<file path="src/rtl/psprobe_pkg.sv">
`timescale 1ns/1ps
package psprobe_pkg;

  localparam int unsigned BYTE_W = 8;

  localparam logic [BYTE_W-1:0] OP_RESET_EN = 8'hF5;
  localparam logic [BYTE_W-1:0] OP_READ_ID  = 8'h9F;
  localparam logic [BYTE_W-1:0] OP_FILL     = 8'hFF;
  localparam logic [BYTE_W-1:0] DIE_GOOD    = 8'h5D;
  localparam logic [BYTE_W-1:0] EID_ALIAS8  = 8'h26;

  typedef enum logic [3:0] {
    PS_OPEN,
    PS_ARM,
    PS_R_SEL,
    PS_R_SEND,
    PS_R_RECV,
    PS_R_SETTLE,
    PS_R_DROP,
    PS_I_SEL,
    PS_I_SEND,
    PS_I_RECV,
    PS_I_SETTLE,
    PS_CLOSE,
    PS_REPORT,
    PS_HALT
  } probe_state_e;

  typedef enum logic [2:0] {
    CAP_NONE,
    CAP_1X,
    CAP_2X,
    CAP_4X,
    CAP_8X
  } cap_code_e;

  typedef enum logic {
    PROBE_OK       = 1'b0,
    PROBE_SIZE_ERR = 1'b1
  } probe_status_e;

endpackage

</file>
<file path="src/rtl/psprobe_script.sv">
`timescale 1ns/1ps
module psprobe_script
  import psprobe_pkg::*;
#(
  parameter int unsigned ID_SLOTS = 7,
  localparam int unsigned SLOT_W  = (ID_SLOTS > 1) ? $clog2(ID_SLOTS) : 1,
  localparam int unsigned TBL_N   = 1 << SLOT_W
) (
  input  logic              id_phase,
  input  logic [SLOT_W-1:0] slot,
  output logic [BYTE_W-1:0] cmd_byte,
  output logic              cmd_quad
);

  logic [BYTE_W-1:0] slot_tbl [TBL_N];

  for (genvar g = 0; g < TBL_N; g++) begin : g_slot
    if (g == 0) begin : g_opcode
      assign slot_tbl[g] = OP_READ_ID;
    end else begin : g_filler
      assign slot_tbl[g] = OP_FILL;
    end
  end

  always_comb begin
    if (id_phase) begin
      cmd_byte = slot_tbl[slot];
      cmd_quad = 1'b0;
    end else begin
      cmd_byte = OP_RESET_EN;
      cmd_quad = 1'b1;
    end
  end

endmodule

</file>
<file path="src/rtl/psprobe_capture.sv">
`timescale 1ns/1ps
module psprobe_capture
  import psprobe_pkg::*;
#(
  parameter int unsigned SLOT_W   = 3,
  parameter int unsigned DIE_SLOT = 5,
  parameter int unsigned EID_SLOT = 6
) (
  input  logic              clk,
  input  logic              rst_n,
  input  logic              strobe,
  input  logic [SLOT_W-1:0] slot,
  input  logic [BYTE_W-1:0] rx_byte,
  output logic [BYTE_W-1:0] die_byte,
  output logic [BYTE_W-1:0] eid_byte
);

  localparam int unsigned N_PICK = 2;
  localparam int unsigned PICK_AT [N_PICK] = '{DIE_SLOT, EID_SLOT};

  logic [BYTE_W-1:0] held [N_PICK];

  for (genvar g = 0; g < N_PICK; g++) begin : g_pick
    always_ff @(posedge clk) begin
      if (!rst_n) begin
        held[g] <= '0;
      end else if (strobe && (slot == SLOT_W'(PICK_AT[g]))) begin
        held[g] <= rx_byte;
      end
    end
  end

  assign die_byte = held[0];
  assign eid_byte = held[1];

endmodule

</file>
<file path="src/rtl/psprobe_decode.sv">
`timescale 1ns/1ps
module psprobe_decode
  import psprobe_pkg::*;
#(
  parameter int unsigned SIZE_W         = 32,
  parameter int unsigned UNIT_BYTES     = 1048576,
  parameter int unsigned EXPECTED_BYTES = 8388608
) (
  input  logic [BYTE_W-1:0] die_byte,
  input  logic [BYTE_W-1:0] eid_byte,
  output logic [SIZE_W-1:0] size_bytes,
  output logic              mismatch
);

  localparam logic [SIZE_W-1:0] UNIT = SIZE_W'(UNIT_BYTES);
  localparam logic [SIZE_W-1:0] WANT = SIZE_W'(EXPECTED_BYTES);

  cap_code_e  cap;
  logic [2:0] density;

  assign density = eid_byte[7:5];

  always_comb begin
    cap = CAP_NONE;
    if (die_byte == DIE_GOOD) begin
      if ((eid_byte == EID_ALIAS8) || (density == 3'd2)) begin
        cap = CAP_8X;
      end else if (density == 3'd0) begin
        cap = CAP_2X;
      end else if (density == 3'd1) begin
        cap = CAP_4X;
      end else begin
        cap = CAP_1X;
      end
    end
  end

  always_comb begin
    unique case (cap)
      CAP_1X:  size_bytes = UNIT;
      CAP_2X:  size_bytes = UNIT << 1;
      CAP_4X:  size_bytes = UNIT << 2;
      CAP_8X:  size_bytes = UNIT << 3;
      default: size_bytes = '0;
    endcase
  end

  assign mismatch = (size_bytes != WANT);

endmodule

</file>
<file path="src/rtl/psprobe_top.sv">
`timescale 1ns/1ps
module psprobe_top
  import psprobe_pkg::*;
#(
  parameter int unsigned SIZE_W         = 32,
  parameter int unsigned EXPECTED_BYTES = 8388608,
  parameter int unsigned UNIT_BYTES     = 1048576,
  parameter int unsigned ID_SLOTS       = 7,
  parameter int unsigned DIE_SLOT       = 5,
  parameter int unsigned EID_SLOT       = 6
) (
  input  logic              clk,
  input  logic              rst_n,
  output logic              xfer_en,
  output logic              cs_assert,
  output logic              tx_valid,
  input  logic              tx_ready,
  output logic [7:0]        tx_data,
  output logic              tx_quad,
  input  logic              rx_valid,
  output logic              rx_ready,
  input  logic [7:0]        rx_data,
  input  logic              eng_busy,
  output logic              done,
  output logic [SIZE_W-1:0] det_size,
  output logic              status
);

  localparam int unsigned SLOT_W = (ID_SLOTS > 1) ? $clog2(ID_SLOTS) : 1;
  localparam logic [SLOT_W-1:0] LAST_SLOT = SLOT_W'(ID_SLOTS - 1);

  probe_state_e      st_q, st_d;
  logic [SLOT_W-1:0] slot_q;
  logic              slot_clr, slot_inc, grab, latch;
  logic              id_phase;
  logic [BYTE_W-1:0] die_byte, eid_byte;
  logic [SIZE_W-1:0] size_now, size_q;
  logic              mism_now;
  probe_status_e     status_q;

  // command byte source: four-lane reset-enable or slot-indexed ID script
  psprobe_script #(.ID_SLOTS(ID_SLOTS)) u_script (
    .id_phase (id_phase),
    .slot     (slot_q),
    .cmd_byte (tx_data),
    .cmd_quad (tx_quad)
  );

  psprobe_capture #(
    .SLOT_W   (SLOT_W),
    .DIE_SLOT (DIE_SLOT),
    .EID_SLOT (EID_SLOT)
  ) u_capture (
    .clk      (clk),
    .rst_n    (rst_n),
    .strobe   (grab),
    .slot     (slot_q),
    .rx_byte  (rx_data),
    .die_byte (die_byte),
    .eid_byte (eid_byte)
  );

  psprobe_decode #(
    .SIZE_W         (SIZE_W),
    .UNIT_BYTES     (UNIT_BYTES),
    .EXPECTED_BYTES (EXPECTED_BYTES)
  ) u_decode (
    .die_byte   (die_byte),
    .eid_byte   (eid_byte),
    .size_bytes (size_now),
    .mismatch   (mism_now)
  );

  // sequencing
  always_comb begin
    st_d     = st_q;
    slot_clr = 1'b0;
    slot_inc = 1'b0;
    grab     = 1'b0;
    latch    = 1'b0;
    unique case (st_q)
      PS_OPEN:     st_d = PS_ARM;
      PS_ARM:      if (!eng_busy) st_d = PS_R_SEL;
      PS_R_SEL:    st_d = PS_R_SEND;
      PS_R_SEND:   if (tx_ready) st_d = PS_R_RECV;
      PS_R_RECV:   if (rx_valid) st_d = PS_R_SETTLE;
      PS_R_SETTLE: if (!eng_busy) st_d = PS_R_DROP;
      PS_R_DROP:   st_d = PS_I_SEL;
      PS_I_SEL: begin
        slot_clr = 1'b1;
        st_d     = PS_I_SEND;
      end
      PS_I_SEND:   if (tx_ready) st_d = PS_I_RECV;
      PS_I_RECV: begin
        if (rx_valid) begin
          grab = 1'b1;
          st_d = PS_I_SETTLE;
        end
      end
      PS_I_SETTLE: begin
        if (!eng_busy) begin
          if (slot_q == LAST_SLOT) begin
            st_d = PS_CLOSE;
          end else begin
            slot_inc = 1'b1;
            st_d     = PS_I_SEND;
          end
        end
      end
      PS_CLOSE: begin
        latch = 1'b1;
        st_d  = PS_REPORT;
      end
      PS_REPORT:   st_d = PS_HALT;
      default:     st_d = PS_HALT;
    endcase
  end

  // pin levels per state
  always_comb begin
    xfer_en   = 1'b0;
    cs_assert = 1'b0;
    tx_valid  = 1'b0;
    rx_ready  = 1'b0;
    done      = 1'b0;
    id_phase  = 1'b0;
    unique case (st_q)
      PS_ARM, PS_R_DROP: xfer_en = 1'b1;
      PS_R_SEL, PS_R_SETTLE: begin
        xfer_en   = 1'b1;
        cs_assert = 1'b1;
      end
      PS_R_SEND: begin
        xfer_en   = 1'b1;
        cs_assert = 1'b1;
        tx_valid  = 1'b1;
      end
      PS_R_RECV: begin
        xfer_en   = 1'b1;
        cs_assert = 1'b1;
        rx_ready  = 1'b1;
      end
      PS_I_SEL, PS_I_SETTLE: begin
        xfer_en   = 1'b1;
        cs_assert = 1'b1;
        id_phase  = 1'b1;
      end
      PS_I_SEND: begin
        xfer_en   = 1'b1;
        cs_assert = 1'b1;
        tx_valid  = 1'b1;
        id_phase  = 1'b1;
      end
      PS_I_RECV: begin
        xfer_en   = 1'b1;
        cs_assert = 1'b1;
        rx_ready  = 1'b1;
        id_phase  = 1'b1;
      end
      PS_REPORT: done = 1'b1;
      default: ;
    endcase
  end

  always_ff @(posedge clk) begin
    if (!rst_n) begin
      st_q     <= PS_OPEN;
      slot_q   <= '0;
      size_q   <= '0;
      status_q <= PROBE_OK;
    end else begin
      st_q <= st_d;
      if (slot_clr) begin
        slot_q <= '0;
      end else if (slot_inc) begin
        slot_q <= slot_q + 1'b1;
      end
      if (latch) begin
        size_q   <= size_now;
        status_q <= mism_now ? PROBE_SIZE_ERR : PROBE_OK;
      end
    end
  end

  assign det_size = size_q;
  assign status   = status_q;

endmodule

</file>
<file path="config.mk">
export PLATFORM = sky130hd
export DESIGN_NAME = psprobe_top
export DESIGN_NICKNAME = d
export VERILOG_FILES = /design/src/rtl/psprobe_pkg.sv /design/src/rtl/psprobe_script.sv /design/src/rtl/psprobe_capture.sv /design/src/rtl/psprobe_decode.sv /design/src/rtl/psprobe_top.sv
export SDC_FILE = /design/constraint.sdc
export NUM_CORES = 1
export LEC_CHECK = 0
export ABC_AREA = 1
export BUFFER_PORTS_ARGS = -buffer_cell sky130_fd_sc_hd__buf_2
export CORE_MARGIN = 3
export CORE_UTILIZATION = 50
export CTS_CLUSTER_SIZE = 8
export DETAILED_ROUTE_END_ITERATION = 7
export PLACE_DENSITY = 0.79
export RECOVER_POWER = 50
export SETUP_SLACK_MARGIN = 0.4
export SYNTH_ARGS = -nofsm -noshare
export SYNTH_HDL_FRONTEND = slang
export SYNTH_SLANG_ARGS = --single-unit
</file>
<file path="constraint.sdc">
create_clock -name clk -period 1.88 [get_ports clk]
set_input_delay 0.188 -clock clk [delete_from_list [all_inputs] [get_ports clk]]
set_output_delay 0.188 -clock clk [all_outputs]
set_load 0.03 [all_outputs]
</file>
==> impl_metrics.py, run 1 <==
metrics = {
    "clock_network": {
        "clk_latency_ns": 0.33,
        "ctsHtreeMaxLevel": 1,
        "cts_tree": "yes",
        "numClockSinks": 28,
        "root_buffer": "clkbuf_4",
        "clock_path_buffers": 2,
        "clk_pin_slew_ns": 0.15,
        "cts_buffers": 3,
        "hold_buffers": 0,
    },
    "grt": {
        "grt_remaining_overflow": 0,
        "grt_pass1_vias": 1253,
        "grt_pass1_wl_mm": 5.092,
        "antenna_found_initial": 0,
        "grt_max_degree": 17,
        "grtUsageTotal_pct": 15.40,
    },
    "drt": {
        "vias": 1359,
        "wl_per_cell_um": 11.27,
        "drtIter0Drc": 56,
        "routed_via_density": 4.560,
        "drc_errors": 0,
        "dr.pass1.iters": 4,
        "totalWireLength_mm": 3.358,
        "ant_nets": 0,
    },
    "logic_synthesis": {
        "yosys-top-cells-area": "edfxtp_1 (28%), buf_4 (15%), dfxtp_1 (14%), nand2_1 (9.1%), nor2_1 (8.0%)",
        "yosysTopAreaCell": "edfxtp_1",
        "synth_edf_count": 16,
        "ys_warn_count": 0,
        "async_reset_ff_share_pct": 0,
        "post_synth_inst_count": 222,
        "yosysSeqAreaShare_pct": 41.53,
        "synth.distinct_cells": 24,
        "netlist.area_leader.share_pct": 27.69,
        "synth_area_mm2": 0.001735,
        "ys_top_cells_by_count": "nand2_1 (42), nor2_1 (37), buf_4 (35)",
        "synthFlopType": "edfxtp_1",
        "syn_area_per_cell_um2": 7.817,
        "synth_most_common_cell": "nand2_1",
        "ys_ff_latch": 28,
    },
    "run_status": {
        "status": "complete, no violations",
    },
    "placed_design": {
        "port_buffers": 27,
        "finalWeightedCongestion": 0.8159,
        "placed_cell_area_mm2": 0.001792,
        "dpl.hpwl_mm": 2.411,
        "place_ws_ns": 0.3073,
    },
    "sta": {
        "clock_skew_ns": 0.004059,
        "hold_viol": 0,
        "finalCritPeriodShare_pct": 89.43,
        "grt_setup_unrepaired": "yes",
        "final.setup.worst_slack_ns": 0.1988,
        "max_freq_mhz": 594.8,
        "setup_viol_count_final": 0,
        "drv_slew": 0,
        "finalSetupTns_ns": 0,
        "fin_crit_ns": 1.681,
    },
    "cells_and_area": {
        "nets": 272,
        "area.growth.synth_to_final_pct": 12.91,
        "diodes": 0,
        "stdcell_area_mm2": 0.001959,
        "final_layout_size_suffix_gt1_share_pct": 22.44,
    },
    "pwr": {
        "powerDensity_mw_per_mm2": 810.8,
        "leakage_nw": 0.9741,
        "ir_worst_vdd_mv": 0.5155,
    },
    "worst_setup_path": {
        "cpMostUsedCell": "inv_2",
        "cp.required_ns": 1.69,
        "cp-end-kind": "output pin",
        "worst_setup_path_start_kind": "register",
        "path_cells": "nand2_4 -> inv_4 -> nand2_2 -> inv_2 -> nor2_4 -> inv_2 -> nand3_4 -> buf_6",
        "critPathKind": "register to output pin",
        "cp_max_fo": 4,
        "critPathArrivalTime_ns": 1.49,
        "critical_path.max_stage_delay_ns": 0.51,
        "slowest_stage": "dfxtp_1",
    },
    "floorplan": {
        "row_count": 20,
        "fp.dieW_um": 64.92,
        "ios": 60,
        "fp.coreArea_mm2": 0.003178,
        "start_util_pct": 54.61,
        "die_h_um": 64.92,
        "dieArea_mm2": 0.004214,
    },
    "job": {
        "maxCapViolations": 0,
    },
    "worst_hold_path": {
        "min_path_type": "input port to register",
    },
}
==> state kept, by name, indices dropped and copies added, names as in the netlist <==
name	count
st_q	4
det_size	4
slot_q	3
status	1
u_capture.held	16
==> stage by stage <==
stage / power (mW) / instances / util (%) / hold WS (ns)
final: 1.589 / 298 / 61.65 / 0.1522
after global routing: 1.661 / 298 / 61.65 / 0.1571
after CTS: 1.571 / 296 / 61.26 / 0.1471
after detailed placement: 1.097 / 287 / 56.38 / 0.4563
after global placement: 1.096 / 287 / 56.38 / 0.4501
after floorplan: 1.072 / 252 / - / 0.4078
==> where the power goes <==
part	switching (mW)	internal [mW]
logic	0.324	0.150
registers	0.0399	0.676
clock network	0.183	0.216
==> kinds of logic after synthesis <==
| kind of cell | synth area share [%] |
|---|---|
| buffers and inverters | 22.93 |
| adder cells (fa/ha/maj) | 2.884 |
| AO/OA/AOI/OAI | 5.191 |
| flip-flops | 41.53 |
| AND/OR/NAND/NOR | 27.04 |
| other | 0.4327 |
==> critical path: cells and delay by family, from the launching register on <==
family        cells  cell delay [ns]
buf+inv           4             0.37
flops             1             0.51
simple gates      4             0.28
==> cells in the final DEF (no fill, tap or decap), types with 6 or more instances in the layout <==
| cell type | netlist | routed |
|---|---|---|
| nand2_1 | 42 | 37 |
| nor2_1 | 37 | 32 |
| conb_1 | 2 | 32 |
| inv_1 | 33 | 29 |
| edfxtp_1 | 16 | 16 |
| buf_2 | 0 | 13 |
| dfxtp_1 | 12 | 9 |
| a21oi_1 | 8 | 8 |
| buf_4 | 35 | 8 |
| clkbuf_1 | 1 | 7 |
| o21ai_0 | 7 | 6 |
| nand3_1 | 6 | 6 |
==> routing by layer <==
| layer | global-route usage (%) | routed length (um) | vias to the layer above |
|---|---|---|---|
| li1 | - | - | 686 |
| met1 | 18.12 | 1378 | 623 |
| met2 | 28.22 | 1779 | 50 |
| met3 | 4.506 | 200 | 0 |
| met4 | 1.847 | 0 | 0 |
| met5 | 0 | 0 | - |
==> path summary, 6_finish.rpt <==
check	endpoint	cells after the start	start	slack, ns
worst min register to register	det_size[23]	2	det_size[23]	0.47
worst max-delay path	tx_data[6]	8	st_q[1]	0.20
worst min-delay path	st_q[2]	4	eng_busy	0.15
worst max register to register	u_capture.held[1][6]	6	st_q[3]	0.26
==> final cells by class <==
cell class	count	area, um2
inverter	35	136.4
timing repair buffer	34	215.2
multi-input combinational	153	770.7
sequential	28	729.5
fill	307	1219
clock buffer	3	22.52
tap	44	55.05
clock inverter	1	30.03
==> what timing repair did <==
item | 4_1_cts | 5_1_grt
buffers inserted | 5 | 2
setup endpoints to repair | 26 | 35
pin swaps | 3 | 5
resized for setup | 29 | 21
Power figures use the tool's default switching activity.
==> run 2: changes to the inputs <==
Settings changed: CORE_MARGIN 3 to not set.
==> run 2 against run 1 <==
Sequential share of layout area down 1.1 points. Worst setup slack better by 0.036 ns. Clock-buffer cell count unchanged. Register-to-register slack worse by 0.02 ns. Power down 4.1%. Sequential power about the same. Critical path type unchanged. Largest cell class unchanged.
==> impl_metrics.py, run 2 (same netlist as run 1, synthesis figures left out) <==
metrics = {
    "worst_setup_path": {
        "critical_path.max_stage_delay_ns": 0.42,
        "path_cells": "clkbuf_1 -> inv_4 -> nor2_4 -> nand2_1 -> nand2_1 -> buf_6",
        "cpMostUsedCell": "nand2_1",
        "crit_path_end": "rx_ready",
        "cp.required_ns": 1.69,
        "cp_max_fo": 4,
        "timing.rr.start": "st_q[0]",
        "reg2reg_slack_ns": 0.24,
        "cp-end-kind": "output pin",
        "worst_setup_path_start_kind": "register",
        "critPathKind": "register to output pin",
        "critPathArrivalTime_ns": 1.46,
        "cp-startpoint": "st_q[0]",
        "regToRegEndpoint": "u_capture.held[0][7]",
        "slowest_stage": "dfxtp_4",
        "r2r.worst_path.cells": 7,
    },
    "sta": {
        "finalSetupTns_ns": 0,
        "finalCritPeriodShare_pct": 87.49,
        "setup_viol_count_final": 0,
        "clock_skew_ns": 0.002216,
        "grt_setup_unrepaired": "yes",
        "max_freq_mhz": 607.9,
        "drv_slew": 0,
        "hold_viol": 0,
        "fin_crit_ns": 1.645,
    },
    "clock_network": {
        "hold_buffers": 0,
        "clk_latency_ns": 0.32,
        "clk_pin_slew_ns": 0.14,
        "numClockSinks": 28,
        "ctsHtreeMaxLevel": 1,
        "cts_tree": "yes",
        "clock_path_buffers": 2,
        "cts_buffers": 3,
        "root_buffer": "clkbuf_4",
    },
    "drt": {
        "totalWireLength_mm": 3.504,
        "wl_per_cell_um": 11.56,
        "drc_errors": 0,
        "routed_via_density": 4.673,
        "ant_nets": 0,
        "vias": 1416,
        "drtIter0Drc": 74,
        "dr.pass1.iters": 4,
    },
    "run_status": {
        "status": "complete, no violations",
    },
    "grt": {
        "grt_pass1_wl_mm": 4.995,
        "grt_remaining_overflow": 0,
        "antenna_found_initial": 0,
        "grtUsageTotal_pct": 18.44,
        "grt_max_degree": 16,
        "grt_pass1_vias": 1172,
    },
    "pwr": {
        "powerDensity_mw_per_mm2": 751.9,
        "seq_power_share_pct": 47.0,
        "p_switching_uw": 580.5,
        "clkPwrFrac_pct": 16.2,
        "cell_internal_pwr_uw": 943.6,
        "swShare_pct": 38.09,
        "pwr-share-comb_pct": 36.9,
        "ir_worst_vdd_mv": 0.5960,
        "leakage_nw": 1.010,
    },
    "floorplan": {
        "row_count": 21,
        "fp.coreArea_mm2": 0.003337,
        "start_util_pct": 52.01,
        "dieArea_mm2": 0.003711,
        "fp.dieW_um": 60.92,
        "die_h_um": 60.92,
        "ios": 60,
    },
    "cells_and_area": {
        "finalCoreUtilization_pct": 60.74,
        "final_layout_size_suffix_gt1_share_pct": 26.85,
        "area.growth.synth_to_final_pct": 16.80,
        "regMostFlops": "u_capture.held",
        "diodes": 0,
        "final.fill_count": 306,
        "layout_common_cells": "nand2_1 (36), conb_1 (32), nor2_1 (30), inv_1 (26), edfxtp_1 (16)",
        "final_cells": 303,
        "regArea_um2": 733.2,
        "multi_input_area_um2": 824.5,
        "largest_reg_flops": 16,
        "nets": 275,
        "layout_commonest_cell": "nand2_1",
    },
    "placed_design": {
        "dpl.hpwl_mm": 2.166,
        "dp_cells": 289,
        "finalWeightedCongestion": 0.9057,
        "port_buffers": 27,
    },
    "worst_hold_path": {
        "min_from": "rx_data[6]",
        "min_path_type": "input port to register",
    },
    "job": {
        "maxCapViolations": 0,
    },
}
run 2: changes by cell type in the layout (fill, tap and decap cells not counted), sizes merged:
cell,before,now
buf,26,30
bufinv,1,0
clkbuf,11,10
clkinv,0,1
run 2: how the worst min path moves through the flow:
stage | endpoint | cells past startpoint
floorplan | u_capture.held[0][0] | 2
global placement | det_size[23] | 2
detailed placement | det_size[20] | 2
CTS | u_capture.held[1][1] | 3
global route | u_capture.held[1][1] | 3
finish | u_capture.held[1][6] | 3
run 2: layout make-up:
| cell class | instances | share of cell area (%) |
|---|---|---|
| inverters | 35 | 7.099 |
| repair buffers | 37 | 11.91 |
| clock buffers | 3 | 1.111 |
| clock inverters | 1 | 0.1852 |
| well taps | 46 | 2.840 |
| flip-flops and latches | 28 | 36.17 |
| multi-input cells | 153 | 40.68 |
run 2: routing by layer:
layer	track usage (%)	part of all wire, %	vias up	wire length [um]
met2	31.87	51	69	1788
met5	0	0	-	0
li1	-	-	695	-
met3	4.691	5.3	10	187
met4	6.169	2.9	0	100
met1	22.42	41	642	1428
run 2: worst max-delay path, delay by kind of cell (launching register included):
| family | cells | cell delay (ns) |
|---|---|---|
| buffers and inverters | 3 | 0.37 |
| and+or+nand+nor | 3 | 0.34 |
| DFF | 1 | 0.42 |
run 2: stage by stage:
stage               setup WS [ns]  hold WS [ns]  total power [mW]  instance area, um2
global route               0.1292        0.1609             1.607                2027
floorplan                  0.3530        0.4078             1.072                1868
CTS                        0.3367        0.1665             1.442                1952
finish                     0.2351        0.1701             1.524                2027
global placement           0.3743        0.4528             1.091                1794
detailed placement         0.3044        0.4532             1.091                1794
run 2: timing repair:
| action | 4_1_cts | 5_1_grt |
|---|---|---|
| setup endpoints to repair | 25 | 33 |
| setup buffers | 6 | 4 |
| pin swaps | 2 | 6 |
| gates resized for setup | 37 | 31 |
run 2: power groups by stage:
stage                     clock [mW]  combinational (mW)  sequential (mW)
after CTS                      0.251               0.486            0.704
after detailed placement           0               0.377            0.715
after global placement             0               0.376            0.714
after floorplan                    0               0.362            0.710
final                          0.247               0.562            0.716
after global routing           0.281               0.607            0.719
==> run 3: changes to the inputs <==
Settings changed: PLACE_DENSITY 0.79 to 0.77, SETUP_SLACK_MARGIN 0.4 to 0.02.
==> run 3 against run 2 <==
Combinational power is 32% lower. Sequential share of layout area is 4.7 points higher. Sequential cell count stayed put. Global-route usage is 2.4 points lower. Power is 9.1% lower. Hold slack worse by 0.020 ns. Critical path type unchanged.
==> impl_metrics.py, run 3 (same netlist as run 1, synthesis figures left out) <==
metrics = {
    "run_status": {
        "status": "complete, no violations",
    },
    "grt": {
        "antenna_found_initial": 0,
        "grt_pass1_vias": 1042,
        "grt_max_degree": 16,
        "grt_pass1_wl_mm": 4.319,
        "grt_remaining_overflow": 0,
        "grtUsageTotal_pct": 16.08,
    },
    "sta": {
        "fin_crit_ns": 1.684,
        "clock_skew_ns": 0.008282,
        "grt_setup_unrepaired": "no",
        "hold_slack_ns": 0.1505,
        "finalSetupTns_ns": 0,
        "hold_viol": 0,
        "finalCritPeriodShare_pct": 89.57,
        "max_freq_mhz": 593.9,
        "drv_slew": 0,
        "setup_viol_count_final": 0,
    },
    "floorplan": {
        "die_h_um": 60.92,
        "fp.dieW_um": 60.92,
        "ios": 60,
        "row_count": 21,
        "start_util_pct": 52.01,
        "dieArea_mm2": 0.003711,
        "fp.coreArea_mm2": 0.003337,
    },
    "drt": {
        "drtIter0Drc": 37,
        "vias": 1295,
        "drc_errors": 0,
        "ant_nets": 0,
        "routed_via_density": 4.390,
        "dr.pass1.iters": 4,
        "wl_per_cell_um": 9.261,
        "totalWireLength_mm": 2.732,
    },
    "worst_setup_path": {
        "slowest_stage": "dfxtp_4",
        "timing.rr.start": "st_q[1]",
        "cpMostUsedCell": "inv_1",
        "cp.required_ns": 1.69,
        "path_cells": "inv_2 -> nor2_2 -> nand2_1 -> inv_1 -> nor2_4 -> inv_1 -> nand3_1 -> clkbuf_4",
        "crit_buf_inv": 4,
        "cp-end-kind": "output pin",
        "cp_max_fo": 5,
        "critPathArrivalTime_ns": 1.50,
        "critical_path.max_stage_delay_ns": 0.40,
        "path_delay_family": "buffers and inverters",
        "worst_setup_path_start_kind": "register",
        "cp-startpoint": "st_q[2]",
        "critPathKind": "register to output pin",
    },
    "cells_and_area": {
        "area.growth.synth_to_final_pct": 3.461,
        "layout_common_cells": "nand2_1 (43), nor2_1 (36), inv_1 (32), conb_1 (32), buf_2 (20)",
        "regMostFlops": "u_capture.held",
        "layout_commonest_cell": "nand2_1",
        "diodes": 0,
        "stdcell_area_mm2": 0.001795,
        "final_layout_size_suffix_gt1_share_pct": 15.66,
        "nets": 267,
        "largest_reg_flops": 16,
    },
    "pwr": {
        "leakage_nw": 0.9194,
        "ir_worst_vdd_mv": 0.5263,
        "p_switching_uw": 486.5,
        "swShare_pct": 35.13,
        "clkPwrFrac_pct": 21.0,
        "cell_internal_pwr_uw": 898.5,
        "seq_power_share_pct": 51.5,
        "pwr-share-comb_pct": 27.5,
        "total_power_mw": 1.385,
        "powerDensity_mw_per_mm2": 771.4,
    },
    "clock_network": {
        "clk_latency_ns": 0.33,
        "ctsHtreeMaxLevel": 1,
        "clock_path_buffers": 2,
        "cts_tree": "yes",
        "numClockSinks": 28,
        "clk_pin_slew_ns": 0.14,
        "cts_buffers": 3,
        "root_buffer": "clkbuf_4",
    },
    "placed_design": {
        "placed_cell_area_mm2": 0.001777,
        "port_buffers": 27,
        "finalWeightedCongestion": 0.9993,
        "dpl.hpwl_mm": 2.193,
    },
    "worst_hold_path": {
        "min_path_type": "input port to register",
        "min_from": "rst_n",
    },
    "job": {
        "maxCapViolations": 0,
    },
}
[run 3: cell types whose count changed in the layout (fill, tap and decap cells not counted), sizes merged]
cell    delta
clkbuf     +2
clkinv     -1
buf        -9
[run 3: per-layer routing]
metal	GRT usage (%)	wire length, um	share of wire [%]	vias up
met4	4.870	27	0.99	0
li1	-	-	-	678
met2	25.90	1339	49	40
met3	4.478	119	4.4	4
met1	21.13	1246	46	573
met5	0	0	0	-
[run 3: power by group through the flow]
| stage | logic (mW) | registers (mW) | clock network, mW |
|---|---|---|---|
| floorplan | 0.359 | 0.710 | 0 |
| global placement | 0.373 | 0.715 | 0 |
| detailed placement | 0.372 | 0.717 | 0 |
| CTS | 0.373 | 0.704 | 0.296 |
| global route | 0.429 | 0.717 | 0.324 |
| finish | 0.380 | 0.713 | 0.291 |
[run 3: worst paths after layout]
path	end	slack, ns	depth (start not counted)
max	tx_data[5]	0.20	8
min	st_q[1]	0.15	3
max reg2reg	status	0.28	8
min reg2reg	det_size[20]	0.47	2
[run 3: cell type report]
type                    instances  area [um2]
well taps                      46       57.56
inverters                      35       131.4
flip-flops and latches         28       733.2
fillers                       344        1541
multi-input cells             153       688.2
repair buffers                 29       148.9
clock buffers                   4       36.28
[run 3: worst min-delay path: stages]
cell,delay (ns)
buf_2,0.17
nand2_1,0.08
nor2_1,0.03
[run 3: what timing repair did]
item                       4_1_cts  5_1_grt
resized for setup                0       12
setup endpoints to repair        0        6
hold buffers                     0        0
setup buffers                    0        2
[run 3: per-stage QoR]
| step | util (%) | setup slack (ns) | std cells |
|---|---|---|---|
| finish | 53.81 | 0.1962 | 295 |
| global route | 53.81 | 0.01141 | 295 |
| detailed placement | 53.24 | 0.2898 | 289 |
| global placement | 53.24 | 0.3794 | 289 |
| CTS | 54.33 | 0.03723 | 293 |
| floorplan | - | 0.08689 | 252 |
